`config.mk`:
```
export PLATFORM = sky130hd
export DESIGN_NAME = mfq_qualifier
export DESIGN_NICKNAME = d
export VERILOG_FILES = /design/src/rtl/mfq_pkg.sv /design/src/rtl/mfq_bit_pick.sv /design/src/rtl/mfq_decide.sv /design/src/rtl/mfq_out_reg.sv /design/src/rtl/mfq_qualifier.sv
export SDC_FILE = /design/constraint.sdc
export NUM_CORES = 1
export LEC_CHECK = 0
export BUFFER_PORTS_ARGS = -buffer_cell sky130_fd_sc_hd__buf_2
export CORE_AREA = 2 2 39 41
export CTS_BUF_LIST = sky130_fd_sc_hd__clkbuf_4 sky130_fd_sc_hd__clkbuf_8
export DETAILED_ROUTE_END_ITERATION = 7
export DIE_AREA = 0 0 41 43
export GPL_TIMING_DRIVEN = 0
export PLACE_DENSITY = 0.72
export SLEW_MARGIN = 20
export SYNTH_ARGS = -nofsm -noshare
export SYNTH_HDL_FRONTEND = slang
export SYNTH_SLANG_ARGS = --single-unit
```
`constraint.sdc`:
```
create_clock -name clk -period 1.4 [get_ports clk]
set_clock_uncertainty 0.2 [all_clocks]
set_input_delay 0 -clock clk [delete_from_list [all_inputs] [get_ports clk]]
set_output_delay 0 -clock clk [all_outputs]
set_load 0.005 [all_outputs]
```
`src/rtl/mfq_pkg.sv`:
```
package mfq_pkg;
  typedef enum logic [1:0] {
    SPD_FULL = 2'b00,
    SPD_LOW  = 2'b01,
    SPD_HIGH = 2'b10,
    SPD_RSV  = 2'b11
  } speed_t;

  typedef enum logic [1:0] {
    KIND_NONE  = 2'b00,
    KIND_HS    = 2'b01,
    KIND_SSPLT = 2'b10,
    KIND_CSPLT = 2'b11
  } kind_t;

  typedef struct packed {
    logic       cand;
    kind_t      kind;
    logic [1:0] pid;
    logic       err;
  } verdict_t;
endpackage

```
`src/rtl/mfq_bit_pick.sv`:
```
module mfq_bit_pick #(
  parameter int IDX_W  = 3,
  localparam int MASK_W = 1 << IDX_W
) (
  input  logic [MASK_W-1:0] mask,
  input  logic [IDX_W-1:0]  idx,
  output logic              bit_o,
  output logic              nz_o
);
  logic [MASK_W-1:0] sel;

  for (genvar i = 0; i < MASK_W; i++) begin : g_dec
    assign sel[i] = (idx == IDX_W'(i));
  end

  assign bit_o = |(mask & sel);
  assign nz_o  = |mask;
endmodule

```
`src/rtl/mfq_decide.sv`:
```
module mfq_decide
  import mfq_pkg::*;
(
  input  logic       s_bit,
  input  logic       s_nz,
  input  logic       c_bit,
  input  logic       c_nz,
  input  logic [1:0] speed,
  input  logic       split_st,
  input  logic       active,
  input  logic       periodic,
  input  logic [1:0] hs_pid,
  output verdict_t   v
);
  logic is_hs, is_fsls, cm_use, err, hit, cand;

  always_comb begin
    is_hs   = (speed == SPD_HIGH);
    is_fsls = (speed == SPD_FULL) || (speed == SPD_LOW);
    cm_use  = periodic && is_fsls;
    err     = (periodic && !s_nz) || (cm_use && !c_nz) || (!periodic && s_nz);
    hit     = (is_fsls && split_st) ? c_bit : s_bit;
    cand    = active && periodic && (is_hs || is_fsls) && !err && hit;

    v.cand = cand;
    v.err  = err;
    v.pid  = 2'b00;
    if (!cand)         v.kind = KIND_NONE;
    else if (is_hs)    v.kind = KIND_HS;
    else if (split_st) v.kind = KIND_CSPLT;
    else               v.kind = KIND_SSPLT;
    if (cand && is_hs) v.pid = hs_pid;
  end
endmodule

```
`src/rtl/mfq_out_reg.sv`:
```
module mfq_out_reg
  import mfq_pkg::*;
(
  input  logic     clk,
  input  logic     rst,
  input  verdict_t d,
  output verdict_t q
);
  always_ff @(posedge clk) begin
    if (rst) q <= '0;
    else     q <= d;
  end
endmodule

```
`src/rtl/mfq_qualifier.sv`:
```
module mfq_qualifier
  import mfq_pkg::*;
#(
  parameter int IDX_W  = 3,
  localparam int MASK_W = 1 << IDX_W
) (
  input  logic              clk,
  input  logic              rst,
  input  logic [IDX_W-1:0]  uf_index,
  input  logic [MASK_W-1:0] start_mask,
  input  logic [MASK_W-1:0] cmpl_mask,
  input  logic [1:0]        speed,
  input  logic              split_st,
  input  logic              active,
  input  logic              periodic,
  input  logic [1:0]        hs_pid,
  output logic              cand_o,
  output logic [1:0]        kind_o,
  output logic [1:0]        pid_o,
  output logic              err_o
);
  logic     s_bit, s_nz, c_bit, c_nz;
  verdict_t v_d, v_q;

  mfq_bit_pick #(.IDX_W(IDX_W)) u_spick (
    .mask(start_mask), .idx(uf_index), .bit_o(s_bit), .nz_o(s_nz)
  );

  mfq_bit_pick #(.IDX_W(IDX_W)) u_cpick (
    .mask(cmpl_mask), .idx(uf_index), .bit_o(c_bit), .nz_o(c_nz)
  );

  mfq_decide u_decide (
    .s_bit(s_bit), .s_nz(s_nz), .c_bit(c_bit), .c_nz(c_nz),
    .speed(speed), .split_st(split_st), .active(active),
    .periodic(periodic), .hs_pid(hs_pid), .v(v_d)
  );

  mfq_out_reg u_oreg (.clk(clk), .rst(rst), .d(v_d), .q(v_q));

  assign cand_o = v_q.cand;
  assign kind_o = v_q.kind;
  assign pid_o  = v_q.pid;
  assign err_o  = v_q.err;
endmodule

```
==> results.sh <==
export IMPL_status="complete, no violations"
export IMPL_grt_max_degree=11
export IMPL_fin_area_um2=738
export IMPL_period_needed_ps=1300
export IMPL_drc=0
export IMPL_synth_area_um2=445
export IMPL_worstSetupStartpointType="primary input"
export IMPL_grt_usage_pct=16.3
export IMPL_timing_final_ws_setup_ps=101
export IMPL_cts_sinks=6
export IMPL_critPathKind="primary input to register"
export IMPL_top_regs="u_oreg.q x6"
export IMPL_cpPeakStageDelay_ps=520
export IMPL_ir_worst_vdd_v=0.000204
export IMPL_synth_area_top_cells="dfxtp_1 27%, mux2i_1 13%, nor4b_1 7.9%"
export IMPL_drt_iter0_drc=3
export IMPL_cts_buffers=3
export IMPL_setup_violations=0
export IMPL_avgSynthCellArea_um2=9.90
export IMPL_dp_hpwl_um=920
export IMPL_dpl_cell_area_um2=626
export IMPL_ys_seq_elements=6
export IMPL_pin_count=34
export IMPL_netlist_area_leader_share_pct=27.0
export IMPL_grt_pass1_wl_um=1980
export IMPL_ys_seq_area_share_pct=27.0
export IMPL_grt_pass1_vias=486
export IMPL_yosys_area_top_type="dfxtp_1"
export IMPL_arrival_ps=1220
export IMPL_ant_nets=0
export IMPL_synth_compound_area_share_pct=15.2
export IMPL_synthAdderAreaFrac_pct=0
export IMPL_hold_ws_ps=63.5
export IMPL_die_area_um2=1760
export IMPL_post_route_period_util_pct=92.8
export IMPL_cpMaxStageDelayCell="dlygate4sd3_1"
export IMPL_relSlewSlack_pct=73.3
export IMPL_place_ws_ps=-162
export IMPL_cp_top_family="buffers and inverters"
export IMPL_largest_reg_flops=6
export IMPL_start_util_pct=32.2
export IMPL_yosys_warnings=0
export IMPL_netlist_instances=45
export IMPL_antennaDiodeCount=0
export IMPL_die_x_um=41
export IMPL_path_clk_slew_ps=40
export IMPL_drtPass1Iterations=3
export IMPL_place_congestion=0.757
export IMPL_fin_util_pct=53.3
export IMPL_synth_xor_area_share_pct=0
export IMPL_hold_viol=0
export IMPL_async_reset_ff_share_pct=0
export IMPL_synth_top_cells_by_count="6 x dfxtp_1, 6 x mux2i_1, 4 x nor4_1, 4 x nor4b_1"
export IMPL_overflow=0
export IMPL_critPathBufInv=2
export IMPL_routed_wl_um=1200
export IMPL_drive_gt1_share_pct=48.9
export IMPL_io_buffer_count=32
export IMPL_cts_max_path_buffers=2
export IMPL_synth_edf_count=0
export IMPL_critical_path_required_ps=1320
export IMPL_h_tree_depth=1
export IMPL_synth_area_mux_share_pct=18.5
export IMPL_hold_class="primary input to register"
export IMPL_tightestPinTransition_ps=394
export IMPL_vias=525
export IMPL_rsz0062_at_grt="yes"
export IMPL_nFillCells=138
export IMPL_power_density_nw_per_um2=653
export IMPL_cts_tree="done"
export IMPL_layout_nets=118
export IMPL_antenna_found_initial=0
export IMPL_maxCapViolCount=0
export IMPL_vias_per_cell=5.05
export IMPL_slew_violations=0
export IMPL_worstPathMaxFanout=4
export IMPL_synthSimpleGateAreaFrac_pct=36.0
export IMPL_die_y_um=43
export IMPL_worst_setup_path_end_kind="register"
export IMPL_wl_per_cell_um=11.6
export IMPL_fmax_mhz=770
export IMPL_core_um2=1380
export IMPL_synth_top_family_by_area="simple AND/OR/NAND/NOR gates"
export IMPL_num_rows=14
export IMPL_synth_main_ff_cell="dfxtp_1"
export IMPL_syn_nets=73
export IMPL_regMostFlops="u_oreg.q"
export IMPL_syn2layout_area_growth_pct=65.7
export IMPL_ys_types=20
export IMPL_path_cells="dlygate4sd3_1 -> buf_2 -> a21boi_0 -> a21boi_1 -> nor4_1"
export IMPL_cellLeakagePower_nw=0.337
export IMPL_ctsRootBufferMaster="clkbuf_4"
## cells by family (layout without fill, tap and decap cells)
logic type | after synthesis | count (layout)
compound gates | 6 | 6
mux | 7 | 7
buf+inv | 2 | 45
simple gates | 24 | 24
flops | 6 | 6
## layout make-up
type	instances	area [µm²]	area share, %
Inverter	1	3.75	0.508
Clock buffer	3	22.5	3.05
Buffer	1	11.3	1.53
Sequential cell	6	120	16.3
Timing Repair Buffer	40	238	32.2
Multi-Input combinational cell	37	323	43.7
Tap cell	16	20.0	2.71
## worst min-delay path, delay by kind of cell
kind | cells | cell delay (ps)
and+or+nand+nor | 3 | 250
buffers and inverters | 1 | 90
AOI/OAI and AO/OA | 1 | 120
## through the flow
| stage | TNS [ps] | total power (W) | cells |
|---|---|---|---|
| floorplan | 0 | 0.000245 | 45 |
| global placement | -653 | 0.000301 | 93 |
| detailed placement | -804 | 0.000303 | 93 |
| CTS | 0 | 0.000481 | 103 |
| global route | -25.3 | 0.000515 | 104 |
| finish | 0 | 0.000482 | 104 |
## worst paths after layout
kind                     start          end  slack, ps  cells past startpoint
setup / recovery      periodic  u_oreg.q[3]        100                      5
hold / removal    cmpl_mask[7]  u_oreg.q[0]         60                      5
## metal layers
metal / share of wire, % / track usage, %
met3: 5.3 / 1.57
met1: 43 / 20.1
met2: 49 / 25.6
met5: 0 / 0
met4: 2.5 / 10.0
## report_power, final
| part | leakage (nW) | switching [W] | internal (W) | total (W) |
|---|---|---|---|---|
| Sequential | 0.0487 | 0.000000592 | 0.000175 | 0.000176 |
| Combinational | 0.275 | 0.0000626 | 0.0000861 | 0.000149 |
| Clock | 0.0138 | 0.0000612 | 0.0000968 | 0.000158 |
## what timing repair did
| item | in CTS | in global routing |
|---|---|---|
| endpoints found under the hold margin | 5 | 0 |
| resized for setup | 0 | 3 |
| hold buffers | 7 | 0 |
| buffers inserted | 0 | 1 |
| setup endpoints to repair | 0 | 5 |
## layout by cell type, fill, tap and decap left out, drive strengths merged
master / synthesis / layout
mux4: 1 / 1
a2111oi: 1 / 1
nor2b: 2 / 2
a21oi: 1 / 1
inv: 1 / 1
nand3: 2 / 2
mux2i: 6 / 6
nand2b: 3 / 3
nor4: 4 / 4
a21boi: 2 / 2
nor4b: 4 / 4
and2: 1 / 1
a311o: 1 / 1
nand3b: 2 / 2
nor2: 2 / 2
nor3: 1 / 1
dfxtp: 6 / 6
buf: 1 / 34
o311ai: 1 / 1
dlygate4sd3: 0 / 7
clkbuf: 0 / 3
nor3b: 3 / 3
No activity file was read; power rests on OpenSTA's default activity.
